===== src/rtl/txq_gate.sv =====
module txq_gate #(
  parameter int NQ    = 16,
  parameter int CNT_W = 6
) (
  input  logic             clk,
  input  logic             rst_n,
  input  logic             bus_we,
  input  logic [5:0]       bus_addr,
  input  logic [31:0]      bus_wdata,
  output logic [31:0]      bus_rdata,
  input  logic [NQ-1:0]    frm_push,
  input  logic [NQ-1:0]    frm_done,
  output logic [NQ-1:0]    q_active,
  output logic             ptr_err
);
  localparam logic [CNT_W-1:0] CNT_MAX = {CNT_W{1'b1}};
  localparam int IW = (NQ > 1) ? $clog2(NQ) : 1;

  logic [NQ-1:0]    en_q, req_q, early_q, idle, stop;
  logic [CNT_W-1:0] cnt_q [NQ];
  logic [31:0]      ptr_q [NQ];

  wire [3:0] idx     = bus_addr[3:0];
  wire       idx_ok  = 32'(idx) < NQ;
  wire [IW-1:0] qi   = IW'(idx);
  wire       wr_run  = bus_we && bus_addr == 6'h00;
  wire       wr_stop = bus_we && bus_addr == 6'h01;
  wire       wr_fl   = bus_we && bus_addr == 6'h02;
  wire       is_ptr  = bus_addr[5:4] == 2'b01;
  wire       is_sts  = bus_addr[5:4] == 2'b10;
  wire [NQ-1:0] wq   = bus_wdata[NQ-1:0];

  assign stop     = req_q & idle;
  assign q_active = en_q;

  always_ff @(posedge clk or negedge rst_n) begin
    if (!rst_n) begin
      en_q    <= '0;
      req_q   <= '0;
      early_q <= '0;
      ptr_err <= 1'b0;
    end else begin
      en_q    <= (en_q | (wr_run ? wq : '0)) & ~stop;
      if (wr_stop)
        req_q <= (wq == '0) ? '0 : ((req_q | wq) & ~stop);
      else
        req_q <= req_q & ~stop;
      if (wr_fl) early_q <= wq;
      ptr_err <= bus_we && is_ptr && idx_ok && en_q[qi];
    end
  end

  for (genvar i = 0; i < NQ; i++) begin : g_q
    logic inc, dec;
    assign idle[i] = cnt_q[i] == '0;
    assign inc = frm_push[i] && cnt_q[i] != CNT_MAX;
    assign dec = !idle[i] && (frm_done[i] || early_q[i]);

    always_ff @(posedge clk or negedge rst_n) begin
      if (!rst_n) begin
        cnt_q[i] <= '0;
        ptr_q[i] <= '0;
      end else begin
        case ({inc, dec})
          2'b10:   cnt_q[i] <= cnt_q[i] + 1'b1;
          2'b01:   cnt_q[i] <= cnt_q[i] - 1'b1;
          default: cnt_q[i] <= cnt_q[i];
        endcase
        if (bus_we && is_ptr && 32'(idx) == i && !en_q[i])
          ptr_q[i] <= bus_wdata;
      end
    end

    assert_en_fall_R4: assert property (@(posedge clk) disable iff (!rst_n)
      $fell(en_q[i]) |-> $past(req_q[i] && cnt_q[i] == '0));
    assert_en_hold_R3: assert property (@(posedge clk) disable iff (!rst_n)
      (en_q[i] && cnt_q[i] != '0) |=> en_q[i]);
    assert_ptr_lock_R8: assert property (@(posedge clk) disable iff (!rst_n)
      en_q[i] |=> $stable(ptr_q[i]));
    assert_cnt_up_R6: assert property (@(posedge clk) disable iff (!rst_n)
      (cnt_q[i] > $past(cnt_q[i])) |-> $past(frm_push[i]));
  end

  always_comb begin
    bus_rdata = '0;
    if (bus_addr == 6'h00)      bus_rdata[NQ-1:0] = en_q;
    else if (bus_addr == 6'h01) bus_rdata[NQ-1:0] = req_q;
    else if (bus_addr == 6'h02) bus_rdata[NQ-1:0] = early_q;
    else if (is_ptr && idx_ok)  bus_rdata = ptr_q[qi];
    else if (is_sts && idx_ok)  bus_rdata[CNT_W-1:0] = cnt_q[qi];
  end

  assert_err_src_R8: assert property (@(posedge clk) disable iff (!rst_n)
    ptr_err |-> $past(bus_we && is_ptr));
  assert_req_wipe_R5: assert property (@(posedge clk) disable iff (!rst_n)
    (wr_stop && wq == '0) |=> req_q == '0);
endmodule


===== config.mk =====
export PLATFORM = sky130hd
export DESIGN_NAME = txq_gate
export DESIGN_NICKNAME = d
export VERILOG_FILES = /design/src/rtl/txq_gate.sv
export SDC_FILE = /design/constraint.sdc
export NUM_CORES = 1
export LEC_CHECK = 0
export BUFFER_PORTS_ARGS = -buffer_cell sky130_fd_sc_hd__buf_4
export CAP_MARGIN = 10
export CORE_ASPECT_RATIO = 1.2
export CORE_MARGIN = 2
export CORE_UTILIZATION = 63
export CTS_CLUSTER_DIAMETER = 100
export DETAILED_ROUTE_END_ITERATION = 12
export GPL_TIMING_DRIVEN = 0
export PLACE_DENSITY = 0.83
export SLEW_MARGIN = 20
export SYNTH_ARGS = -nofsm -noshare
export SYNTH_HDL_FRONTEND = slang
export SYNTH_SLANG_ARGS = --single-unit

===== constraint.sdc =====
create_clock -name clk -period 3.3 [get_ports clk]
set_input_delay 0 -clock clk [delete_from_list [all_inputs] [get_ports clk]]
set_output_delay 0 -clock clk [all_outputs]
set_load 0.005 [all_outputs]

[After elaboration in Yosys (flattened, before gate mapping)]
Cells that the tools add are included.
Widths: inputs -> output; s select.
Word-level totals
  register bits after elaboration: 657
  bits of input ports: 73
  output and inout bits: 49
  logic and storage cells: 333
Operators by class
  $add $sub $neg: 32
  order comparisons: 2
  eq/ne operators: 67
  mux-type cells: 36
  bitwise gates (word level): 8
  reduce and logical (&&, ||, !) cells: 152
Operators by type and width (count)
  $pmux 6 s2: 16
  $mux 16: 9
  $bmux 32 s4: 1
  $logic_not 6->1: 17
  $add 6x1->6 const B: 16
  $ne 6x6->1 const B: 16
  $sub 6x1->6 const B: 16
  $logic_and 1x1->1: 69
  $and 16x16->16: 4
  $mux 32: 2
  $eq 2x1->1 const B: 17
  $eq 2x2->1 const B: 17
  $eq 4x4->1 const B: 8
  $logic_not 1->1: 32
  $or 16x16->16: 2
  $reduce_bool 2->1: 16
  $mux 26: 1
  $bmux 6 s4: 1
  $mux 6: 4
  $eq 4x3->1 const B: 4
  $logic_not 16->1: 1
  $logic_or 1x1->1: 16
  $not 16->16: 1
  $eq 4x2->1 const B: 2
  other kinds (9): 9

[Logic depth before layout (Yosys ltp)]
Gate-level depths: netlist (run 1).
  depth in word-level cells: 9
  gate-level depth with buffers: 13
  gate-level depth less buffers: 11

[Worst setup path after synthesis (run 1)]
OpenSTA, ideal clock, no wires.
  path type: flip-flop to flip-flop
  start point: register cnt_q[1] (netlist name)
  end point: register cnt_q[4] (netlist name)
  library setup time: 0.126 ns
  arrival time: 2.676 ns
  data required time: 3.174 ns
  slack: 0.499 ns
  cell stages (with the launch flop): 14
  path buffers: 2
  clock period less this slack: 2.801 ns
  cell sequence: dfrtp_1 -> clkbuf_1 -> or3_1 -> nor4_1 -> nor2_1 -> ha_1 -> buf_1 -> xor2_1 -> ha_1 -> nand2_1 -> mux2i_1 -> a221oi_1 -> nor2_1 -> xor2_1
Between the ends
  cells in the longest elaborated chain, start to end: 5
  elaborated cells on any way between the ends: 11
  classes of those cells: 2 x add/sub; 3 x eq/ne; 1 x mux; 5 x reduce/logical
Ends and longest elaborated chain
  from (decl): RTL line 20  | logic [CNT_W-1:0] cnt_q [NQ];
  from (signal, indexed assignment): RTL line 65  | 2'b10: cnt_q[i] <= cnt_q[i] + 1'b1;
  from (signal, indexed assignment): RTL line 66  | 2'b01: cnt_q[i] <= cnt_q[i] - 1'b1;
  from (signal, indexed assignment): RTL line 67  | default: cnt_q[i] <= cnt_q[i];
  branches (longest 5 deep; another with $sub 6x1->6)
Several ways; the timed one is not identified.
A chain may end at the register's enable or synchronous reset.

[Worst setup path after layout (run 1)]
Same ends and word-level chain as after synthesis.

==> summary.md, run 1 <==
| Metric | Value |
|---|---|
| Avg Inst Size Synth | `13.3 sq um` |
| Layout cell share with drive strength beyond 1 | `38.0%` |
| Fin nets | `about 2.9k` |
| Mux contribution to synthesized area | `between 30% and 40%` |
| Final Max Tran Viols | `0` |
| Drt total wl | `95,600 microns` |
| Synth unique cells | `57` |
| Warning count from the yosys run | `0` |
| CTS Buf Count | `67` |
| Number of I/O pins | `122` |
| Crit Reg-Reg Startpoint | `cnt_q[1]$_DFFE_PN0P_` |
| R2r worst-path depth | `13` |
| Port buffer count | `120` |
| Remaining antenna violation count after routing | `0` |
| HP Start | `frm_push[7]` |
| Chip width | `215 microns` |
| DRC violations left | `0` |
| Drt initial violations | `2,734` |
| Worst setup margin | `0.140 ns` |
| Final hold vios | `0` |
| Mapped cell area | `33,700 sq um` |
| # rows | `92` |
| Reg power frac | `43.7%` |
| Synth Area in XOR/XNOR | `3.20%` |
| Worst-Skew Late Latency | `~0.62 ns` |
| GP Congestion | `roughly 0.97` |
| Max frequency | `316 MHz` |
| Max VDD drop | `371 uV` |
| Chip height | `257 microns` |
| Largest net degree at the start of global routing | `about 110` |
| Arrival time at the worst endpoint | `about 3.6 ns` |
| Min-Delay Path Class | `in -> reg` |
| Post-DR wirelength/cell | `roughly 27 microns` |
| Final hold slack | `about 0.0094 ns` |
| Synth Area in Compound Gates | `between 6 and 7%` |
| Worst path max stage delay | `0.46 ns` |
| Fill count | `3,335` |
| Placeable Area | `52,700 sq um` |
| Sequential-to-total area share from yosys stat | `48.8%` |
| GRT Overall Usage | `34.9%` |
| Bufs on Longest Clock Path | `3` |
| Final min period | `3.16 ns` |
| Worst slew pin tran | `between 1 and 1.5 ns` |
| R2r setup slk | `0.14 ns` |
| Vias/cell | `roughly 6.7` |
| Commonest non-fill, non-tap cells in the layout | `dfrtp_1 (657), mux2_2 (520), mux4_2 (164)` |
| Mapped Nets | `2,655` |
| Bufs and invs on worst path | `2` |
| Vias post-DR | `23.6k` |
| Top_reg_cell synth | `dfrtp_1` |
| RR Endpoint | `cnt_q[4]$_DFFE_PN0P_` |
| #FFs+latches synth | `657` |
| Largest delay share family, worst path | `simple AND/OR/NAND/NOR gates` |
| Final HPWL DP | `about 64,000 microns` |
| Largest family of logic cells by synthesized area | `multiplexers` |
| Post-synth ARST share | `100%` |
| H-tree Lvls | `3` |
| Leakage power | `17.5 nW` |
| Number of global-route vias before repair | `about 25k` |
| Max_slew headroom | `20.5%` |
| CP required | `3.78 ns` |
| Worst-path fanout max | `10` |
| Clock share of power | `29.7%` |
| Setup violators final | `0` |
| Switching power | `8.23 mW` |
| P&R area growth vs syn | `13.7%` |
| Crit end category | `flop` |
| Adder-Cell Fraction of Synth Area | `1.78%` |
| CP startpoint kind | `flop` |
| DR pass1 iterations | `7` |
| Net Sw Frac | `between 30 and 40%` |
| Max-cap violations | `0` |
| Starting density of the core | `63.9%` |
| Slowest CP cell | `or3_4` |
| Hold Path Depth | `4` |
| Simple-Gate Fraction of Synth Area | `slightly above 6%` |
| Period utilization | `95.8%` |
| First-pass GRT wire length | `approximately 150,000 microns` |
| Critical path class | `reg -> reg` |
| Internal | `17.4 mW` |
| Status | `completed` |
| Clk pin slew, worst setup/hold paths | `0.06 ns` |
| Initial antenna violation count | `5` |
| CTS tree | `built` |
| Post-synthesis cell count | `between 2k and 3k` |
| Total die area | `roughly 55,000 sq um` |
| Root Buffer | `clkbuf_16` |
| Setup slack at placement | `-0.425 ns` |
| Cell Pwr Density | `roughly 670 nW/um^2` |
| Hold Path End | `cnt_q[48]$_DFFE_PN0P_` |
| Crit-path cells | `clkbuf_1, or3_4, nor4_4, nor2_1, ha_1, clkbuf_2, xor2_1, ha_1, nand2_1, mux2i_1, a221oi_1, nor2_1, xor2_1` |
| CTS sink cnt | `between 600 and 700` |
| Post-synth EDFFs | `0` |
| Global route overflow | `0` |
| Clock Skew | `~0.016 ns` |
| Commonest non-fill, non-tap cell in the layout | `dfrtp_1` |
| Gate power share | `approximately a quarter` |
==> cells by family after synthesis <==
group,after synthesis
flops,657
mux,751
xor+xnor,123
buf+inv,250
simple gates,382
compound gates,323
fa+ha+maj,48
==> what timing repair did <==
action | 4_1_cts | 5_1_grt
hold buffers | 21 | 0
endpoints found under the hold margin | 335 | 0
setup endpoints to repair | 26 | 28
pin swaps | 0 | 7
buffers inserted | 0 | 7
resized for setup | 14 | 35
==> cells in the mapped netlist, drive strengths merged (12+ instances only) <==
library cell | count | area share [%]
mux2 | 544 | 18
xor2 | 102 | 2.7
nand2b | 31 | 0.58
a221oi | 12 | 0.31
nor2b | 32 | 0.59
mux4 | 164 | 11
nor3b | 13 | 0.34
nand2 | 74 | 0.85
a31oi | 19 | 0.35
o21ai | 43 | 0.64
a21oi | 119 | 1.8
o22ai | 13 | 0.24
nor3 | 33 | 0.49
and2 | 32 | 0.59
a221o | 13 | 0.39
nor2 | 73 | 0.81
mux2i | 43 | 1.3
dfrtp | 657 | 49
nand4 | 17 | 0.32
buf | 97 | 1.5
inv | 20 | 0.22
o22a | 12 | 0.31
a22o | 12 | 0.31
clkbuf | 133 | 1.5
a21o | 15 | 0.33
nand3b | 30 | 0.67
ha | 48 | 1.8
or3 | 13 | 0.24
xnor2 | 21 | 0.55
==> sequential cells by signal, summed over array words and instances, names as in the netlist <==
signal / flops
q_active: 16
req_q: 16
ptr_err: 1
cnt_q: 96
ptr_q: 512
early_q: 16
==> power by group through the flow <==
stage                     Clock [mW]  Combinational, mW  Sequential (mW)
after floorplan                    0               4.87             10.7
after global placement             0               6.10             11.0
after detailed placement           0               6.50             11.2
after CTS                       7.64               6.66             11.1
after global routing            7.97               7.41             11.4
final                           7.62               6.81             11.2
==> worst min-delay path, stage by stage <==
cell and delay (ns):
buf_4 0.12, nand2_1 0.09, ha_1 0.26, xnor2_1 0.09
==> metrics by stage <==
step | power (mW) | utilization, % | TNS (ns) | std cells | cell area (sq um)
final | 25.6 | 72.7 | 0 | 3506 | 38300
after global routing | 26.7 | 72.7 | -0.101 | 3505 | 38300
after CTS | 25.4 | 72.3 | 0 | 3498 | 38100
after detailed placement | 17.7 | 67.6 | -3.33 | 3366 | 35700
after global placement | 17.1 | 67.3 | -2984.73 | 3359 | 35500
after floorplan | 15.5 | - | 0 | 2534 | 33700
==> area by class of cell <==
cell class,count,area [sq um],area share [%]
inverters,20,75.1,0.196
repair buffers,155,1380,3.61
diodes,4,10.0,0.0261
flip-flops and latches,657,16400,42.9
well taps,705,882,2.30
multi-input cells,1627,16400,42.7
clock inverters,24,283,0.738
plain buffers,227,1010,2.63
clock buffers,87,1860,4.87
==> worst max path at each step <==
stage / from / end / slack (ns) / cells past startpoint
floorplan: cnt_q[1]$_DFFE_PN0P_ / cnt_q[4]$_DFFE_PN0P_ / 0.50 / 13
global placement: rst_n / ptr_q[307]$_DFFE_PN0P_ / -4.67 / 1
detailed placement: cnt_q[25]$_DFFE_PN0P_ / cnt_q[28]$_DFFE_PN0P_ / -0.42 / 13
CTS: cnt_q[73]$_DFFE_PN0P_ / cnt_q[76]$_DFFE_PN0P_ / 0.005 / 13
global route: cnt_q[1]$_DFFE_PN0P_ / cnt_q[4]$_DFFE_PN0P_ / -0.06 / 13
finish: cnt_q[1]$_DFFE_PN0P_ / cnt_q[4]$_DFFE_PN0P_ / 0.14 / 13
==> routing by layer <==
| layer | track usage (%) | routed length, microns | vias to the layer above |
|---|---|---|---|
| met5 | 0 | 10 | - |
| met3 | 7.94 | 8940 | 321 |
| met1 | 44.9 | 35500 | 12200 |
| met4 | 19.3 | 5280 | 2 |
| met2 | 55.4 | 46000 | 1271 |
| li1 | - | - | 9782 |
No activity file was read; power rests on OpenSTA's default activity.
==> run 2: changes to the inputs <==
PLACE_DENSITY = 0.82   (was 0.83)
==> run 2 against run 1 <==
  * The flow now finishes with violations (negative hold slack)
  * Die area unchanged
  * First-iteration DRC count fell by 5.6%
  * Via count fell by 0.44%
  * Largest power group unchanged
  * Highest routed layer unchanged
==> summary.md, run 2 (same netlist as run 1, synthesis figures left out) <==
| Metric | Value |
|---|---|
| Max-cap violations | `0 (unchanged)` |
| # rows | `92 (unchanged)` |
| Final Max Tran Viols | `0 (unchanged)` |
| Worst-Skew Late Latency | `0.63 ns (about the same)` |
| Worst path max stage delay | `0.49 ns (+0.03 ns)` |
| Largest net degree at the start of global routing | `113 (+0.89%)` |
| Initial antenna violation count | `4 (-1)` |
| Crit-path cells | `clkbuf_1, or3_1, nor4_4, nor2_1, ha_1, clkbuf_2, xor2_1, ha_1, nand2_1, mux2i_1, a221oi_1, nor2_1, xor2_1` |
| Vias/cell | `6.70 (-0.55%)` |
| Chip width | `215 microns (unchanged)` |
| Non-Filler Instances | `3,510 (+0.11%)` |
| Max reg flops | `512 (unchanged)` |
| Starting density of the core | `63.9% (unchanged)` |
| Period utilization | `95.4% (-0.39 points)` |
| Cell Pwr Density | `675 nW/um^2 (+0.89%)` |
| Commonest non-fill, non-tap cells in the layout | `dfrtp_1 (657), mux2_2 (520), mux4_2 (164)` |
| Post-DR wirelength/cell | `27.0 microns (-1.0%)` |
| Chip height | `257 microns (unchanged)` |
| Largest delay share family, worst path | `simple AND/OR/NAND/NOR gates` |
| Pwr Total | `25.9 mW (+1.2%)` |
| Leakage power | `17.5 nW (+0.27%)` |
| Global route overflow | `0 (unchanged)` |
| Violated checks | `negative hold slack` |
| DR pass1 iterations | `8 (+1)` |
| Vias post-DR | `23.5k (-0.44%)` |
| Top Registers | `ptr_q (512), cnt_q (96)` |
| H-tree Lvls | `3 (unchanged)` |
| Gate power share | `25.9% (-0.7 points)` |
| Number of global-route vias before repair | `24.6k (-1.6%)` |
| Fin nets | `2,874 (-0.070%)` |
| Cell area after layout | `38,400 sq um (+0.29%)` |
| Final min period | `3.15 ns (-0.0130 ns)` |
| Setup slack at placement | `-0.460 ns (-0.0353 ns)` |
| Slowest CP cell | `or3_1` |
| Port buffer count | `120 (unchanged)` |
| DRC violations left | `0 (unchanged)` |
| Worst slew pin tran | `1.10 ns (-0.0899 ns)` |
| Bufs on Longest Clock Path | `3 (unchanged)` |
| Root Buffer | `clkbuf_16` |
| Clk pin slew, worst setup/hold paths | `0.06 ns (about the same)` |
| Max VDD drop | `472 uV (+27%)` |
| Reg power frac | `43.2% (-0.5 points)` |
| Worst-path fanout max | `10 (unchanged)` |
| Number of I/O pins | `122 (unchanged)` |
| CP required | `3.79 ns (about the same)` |
| CTS tree | `built` |
| GP Congestion | `0.955 (-1.4%)` |
| Min-Delay Path Class | `in -> async` |
| Placed cells | `3,366 (unchanged)` |
| GRT Overall Usage | `34.8% (-0.074 points)` |
| Max_slew headroom | `26.0% (+5.4 points)` |
| CTS Buf Count | `67 (unchanged)` |
| Drt total wl | `94,800 microns (-0.91%)` |
| Largest Register | `ptr_q` |
| Final hold slack | `-0.00971 ns (-0.0191 ns)` |
| P&R area growth vs syn | `14.1%` |
| Layout cell share with drive strength beyond 1 | `37.8% (-0.17 points)` |
| Commonest non-fill, non-tap cell in the layout | `dfrtp_1` |
| Status | `finished, violations left` |
| First-pass GRT wire length | `146,000 microns (-0.89%)` |
| Final hold vios | `4 (+4)` |
| Switching power | `8.21 mW (-0.17%)` |
| Drt initial violations | `2,581 (-5.6%)` |
| Placed cell areas | `35,700 sq um (about the same)` |
| Clock share of power | `30.9% (+1.2 points)` |
| Final HPWL DP | `63,900 microns (-0.32%)` |
| Placeable Area | `52,700 sq um (unchanged)` |
| Net Sw Frac | `31.7% (-0.43 points)` |
| Setup tns final | `0 ns (unchanged)` |
| CTS sink cnt | `657 (unchanged)` |
| Worst setup margin | `0.153 ns (+0.0130 ns)` |
| Internal | `17.7 mW (+1.8%)` |
| Bufs and invs on worst path | `2 (unchanged)` |
| Crit end category | `flop` |
| Setup violators final | `0 (unchanged)` |
| Total die area | `55,300 sq um (unchanged)` |
| Remaining antenna violation count after routing | `0 (unchanged)` |
| Max frequency | `318 MHz (+0.41%)` |
| Clock Skew | `0.0274 ns (+0.0112 ns)` |
| Critical path class | `reg -> reg` |
| Final core utilization | `72.9% (+0.21 points)` |
| Arrival time at the worst endpoint | `3.63 ns (about the same)` |
| CP startpoint kind | `flop` |
==> run 2: path summary, 6_finish.rpt <==
path / from / end / slack [ns] / depth (start not counted)
hold / removal: rst_n / cnt_q[45]$_DFFE_PN0P_ / -0.01 / 3
setup reg to reg: cnt_q[55]$_DFFE_PN0P_ / cnt_q[58]$_DFFE_PN0P_ / 0.15 / 13
setup / recovery: cnt_q[55]$_DFFE_PN0P_ / cnt_q[58]$_DFFE_PN0P_ / 0.15 / 13
hold reg to reg: req_q[11]$_DFF_PN0_ / q_active[11]$_DFF_PN0_ / 0.50 / 1
min in group clk: frm_done[0] / cnt_q[90]$_DFFE_PN0P_ / 0.03 / 4
max in group asynchronous: rst_n / ptr_q[435]$_DFFE_PN0P_ / 1.42 / 6
==> run 2: layout make-up <==
class,instances,area (sq um)
sequential,657,16400
multi-input combinational,1627,16300
fill,3377,14300
clock buffer,91,1920
timing repair buffer,155,1370
buffer,225,998
tap,705,882
clock inverter,27,384
inverter,20,75.1
antenna,3,7.51
==> run 2: worst register-to-register path, cell delays in order (launching register included) <==
cell	delay [ns]
dfrtp_1	0.35
clkbuf_1	0.19
or3_1	0.49
nor4_4	0.33
nor2_1	0.14
ha_1	0.24
clkbuf_2	0.22
xor2_1	0.18
ha_1	0.23
nand2_1	0.07
mux2i_1	0.06
a221oi_1	0.27
nor2_1	0.10
xor2_1	0.15
==> run 2: layer usage <==
layer	GRT usage, %	vias up	routed length [microns]
met5	0	-	13
met4	18.9	2	5090
met3	7.20	301	8130
met2	54.6	1159	44900
met1	46.0	12300	36600
li1	-	9801	-
==> run 2: power groups by stage <==
stage	logic, mW	clock network [mW]	registers (mW)
after floorplan	4.87	0	10.7
after global placement	6.13	0	11.0
after detailed placement	6.48	0	11.2
after CTS	6.61	8.05	11.1
after global routing	7.30	8.42	11.4
final	6.71	8.02	11.2
==> run 2: what timing repair did <==
| item | 4_1_cts | 5_1_grt |
|---|---|---|
| endpoints found under the setup margin | 23 | 28 |
| hold buffers | 24 | 0 |
| gates resized for setup | 11 | 29 |
| cloned | 0 | 0 |
| pin swaps | 0 | 4 |
| hold endpoints to repair | 321 | 0 |
| setup buffers | 0 | 4 |
==> run 3: changes to the inputs <==
CELL_PAD_IN_SITES_DETAIL_PLACEMENT = 1   (was not set)
CELL_PAD_IN_SITES_GLOBAL_PLACEMENT = 1   (was not set)
CORE_UTILIZATION = 52   (was 63)
GPL_TIMING_DRIVEN = not set   (was 0)
PLACE_DENSITY = 0.81   (was 0.82)
==> run 3 against run 2 <==
  * The flow now finishes without violations
  * Non-clock buffer count decreased by 148
  * Combinational power decreased by 8.9%
  * First-iteration DRC count decreased by 31%
  * Hold slack improved by 0.040 ns
  * Flip-flop and latch count unchanged
  * Via count decreased by 2.4%
  * Total power about the same
  * Critical path depth decreased by 2
  * Critical endpoint is now cnt_q[16]$_DFFE_PN0P_
  * Highest routed layer unchanged
==> summary.md, run 3 (same netlist as run 1, synthesis figures left out) <==
| Metric | Value |
|---|---|
| Status | `completed` |
| Final Max Tran Viols | `0 (unchanged)` |
| Fill count | `6,127 (+81%)` |
| Worst-Skew Late Latency | `0.64 ns (about the same)` |
| Period utilization | `93.2% (-2.2 points)` |
| Port buffer count | `121 (+0.83%)` |
| Reg power frac | `45.8% (+2.6 points)` |
| Max reg flops | `512 (unchanged)` |
| Max VDD drop | `422 uV (-11%)` |
| Starting density of the core | `52.4% (-12 points)` |
| Largest Register | `ptr_q` |
| Arrival time at the worst endpoint | `3.62 ns (about the same)` |
| Clock share of power | `30.7% (-0.2 points)` |
| # rows | `102 (+11%)` |
| CTS sink cnt | `657 (unchanged)` |
| GRT Overall Usage | `31.4% (-3.5 points)` |
| Gate power share | `23.6% (-2.3 points)` |
| Max-cap violations | `0 (unchanged)` |
| Crit end category | `flop` |
| Setup slack at placement | `0.220 ns (+0.680 ns)` |
| Post-DR wirelength/cell | `29.7 microns (+10%)` |
| Placeable Area | `64,300 sq um (+22%)` |
| Drt total wl | `104,000 microns (+9.6%)` |
| CP required | `3.84 ns (+0.05 ns)` |
| GR Layer Usage met2 | `52.9% (-1.8 points)` |
| Cell Pwr Density | `678 nW/um^2 (+0.44%)` |
| Final HPWL DP | `63,200 microns (-1.1%)` |
| Remaining antenna violation count after routing | `0 (unchanged)` |
| GP Congestion | `0.870 (-8.9%)` |
| Placed cell areas | `35,500 sq um (-0.55%)` |
| First-pass GRT wire length | `159,000 microns (+9.0%)` |
| Number of global-route vias before repair | `25.5k (+3.4%)` |
| Net Sw Frac | `32.9% (+1.2 points)` |
| Initial antenna violation count | `6 (+2)` |
| Final hold slack | `0.0302 ns (+0.0400 ns)` |
| H-tree Lvls | `3 (unchanged)` |
| Min-Delay Path Class | `in -> reg` |
| Critical path class | `reg -> reg` |
| Met1 Resource Use GR | `39.8% (-6.1 points)` |
| Final hold vios | `0 (-4)` |
| Worst-path fanout max | `9 (-1)` |
| Worst setup margin | `0.226 ns (+0.0729 ns)` |
| Top Registers | `ptr_q (512), cnt_q (96)` |
| CTS Buf Count | `69 (+3.0%)` |
| Critical path startpoint | `cnt_q[13]$_DFFE_PN0P_` |
| Final min period | `3.07 ns (-0.0729 ns)` |
| Global route overflow | `0 (unchanged)` |
| Chip width | `236 microns (+9.9%)` |
| Top Usage Layer GRT | `met2` |
| Vias/cell | `6.57 (-2.0%)` |
| Worst slew pin tran | `0.958 ns (-0.144 ns)` |
| Chip height | `283 microns (+9.9%)` |
| Fin nets | `2,728 (-5.1%)` |
| Crit Reg-Reg Startpoint | `cnt_q[13]$_DFFE_PN0P_` |
| Number of I/O pins | `122 (unchanged)` |
| Cell area after layout | `38,200 sq um (-0.45%)` |
| Setup violators final | `0 (unchanged)` |
| Bufs on Longest Clock Path | `3 (unchanged)` |
| DR pass1 iterations | `7 (-1)` |
| Largest net degree at the start of global routing | `95 (-16%)` |
| RR Endpoint | `cnt_q[16]$_DFFE_PN0P_` |
| CP startpoint kind | `flop` |
| DRC violations left | `0 (unchanged)` |
| Met3 GRT Util | `5.30% (-1.9 points)` |
| P&R area growth vs syn | `13.6%` |
| RSZ-0062 raised after global routing | `no` |
| Crit path capture | `cnt_q[16]$_DFFE_PN0P_` |
| Clock Skew | `0.0357 ns (+0.00833 ns)` |
| Internal | `17.4 mW (-1.8%)` |
| CTS tree | `built` |
| Total die area | `66,800 sq um (+21%)` |
| Commonest non-fill, non-tap cells in the layout | `dfrtp_1 (657), mux2_2 (520), mux4_2 (164), buf_4 (164), a21oi_1 (119)` |
| Commonest non-fill, non-tap cell in the layout | `dfrtp_1` |
| Clk pin slew, worst setup/hold paths | `0.06 ns (about the same)` |
| R2r setup slk | `0.23 ns (+0.07 ns)` |
| Switching power | `8.53 mW (+3.8%)` |
| Max frequency | `325 MHz (+2.4%)` |
| Leakage power | `17.3 nW (-1.1%)` |
| Drt initial violations | `1,782 (-31%)` |
| R2r worst-path depth | `11 (-2)` |
| Root Buffer | `clkbuf_16` |
| Setup tns final | `0 ns (unchanged)` |
| Vias post-DR | `23.0k (-2.4%)` |
| Max_slew headroom | `36.2% (+10 points)` |
| Layout cell share with drive strength beyond 1 | `38.6% (+0.78 points)` |
==> run 3: power groups by stage <==
| stage | registers [mW] | clock network (mW) | logic (mW) |
|---|---|---|---|
| floorplan | 10.7 | 0 | 4.87 |
| global placement | 11.6 | 0 | 5.54 |
| detailed placement | 11.9 | 0 | 5.93 |
| CTS | 11.8 | 8.04 | 6.11 |
| global route | 12.1 | 8.34 | 6.67 |
| finish | 11.9 | 7.96 | 6.11 |
==> run 3: cell type report <==
type	instances	area [sq um]	share of cell area, %
Tap cell	832	1040	2.72
Timing Repair Buffer	232	2140	5.58
Antenna cell	2	5.00	0.0131
Inverter	20	75.1	0.196
Sequential cell	657	16400	43.0
Clock buffer	97	1990	5.21
Multi-Input combinational cell	1627	16200	42.5
Clock inverter	27	315	0.824
==> run 3: stage by stage <==
step	power (mW)	util, %	instances
finish	25.9	59.5	3494
global route	27.1	59.5	3493
CTS	25.9	59.4	3492
detailed placement	17.8	55.1	3324
global placement	17.2	55.1	3324
floorplan	15.5	-	2534
==> run 3: worst max-delay path, stage by stage, from the launching register on <==
cell     delay [ns]
dfrtp_1        0.50
or4_1          0.60
nor3_2         0.24
nor2_1         0.13
ha_1           0.33
xor2_1         0.26
ha_1           0.22
inv_1          0.06
nor3b_1        0.19
o21ai_0        0.11
a21oi_1        0.18
xor2_1         0.16
==> run 3: repair_timing <==
item / CTS / global route
gates resized for setup: 0 / 4
setup buffers: 0 / 0
setup endpoints to repair: 0 / 6
endpoints found under the hold margin: 642 / 0
hold buffers: 44 / 0
==> run 3: routing by layer <==
layer	vias up	wire (microns)
li1	9474	-
met1	12400	41900
met2	846	51200
met3	264	6150
met4	8	4670
met5	-	52
==> run 3: worst min path at each step <==
| stage | to | cells after the start | slack, ns | startpoint |
|---|---|---|---|---|
| 2_1_floorplan | cnt_q[0]$_DFFE_PN0P_ | 0 | -0.30 | rst_n |
| 3_3_place_gp | cnt_q[29]$_DFFE_PN0P_ | 1 | 0.12 | rst_n |
| 3_5_place_dp | cnt_q[29]$_DFFE_PN0P_ | 1 | 0.14 | rst_n |
| 4_1_cts | cnt_q[84]$_DFFE_PN0P_ | 4 | 0.004 | frm_push[1] |
| 5_1_grt | cnt_q[54]$_DFFE_PN0P_ | 4 | 0.06 | frm_push[6] |
| 6_report | cnt_q[72]$_DFFE_PN0P_ | 4 | 0.03 | frm_push[3] |
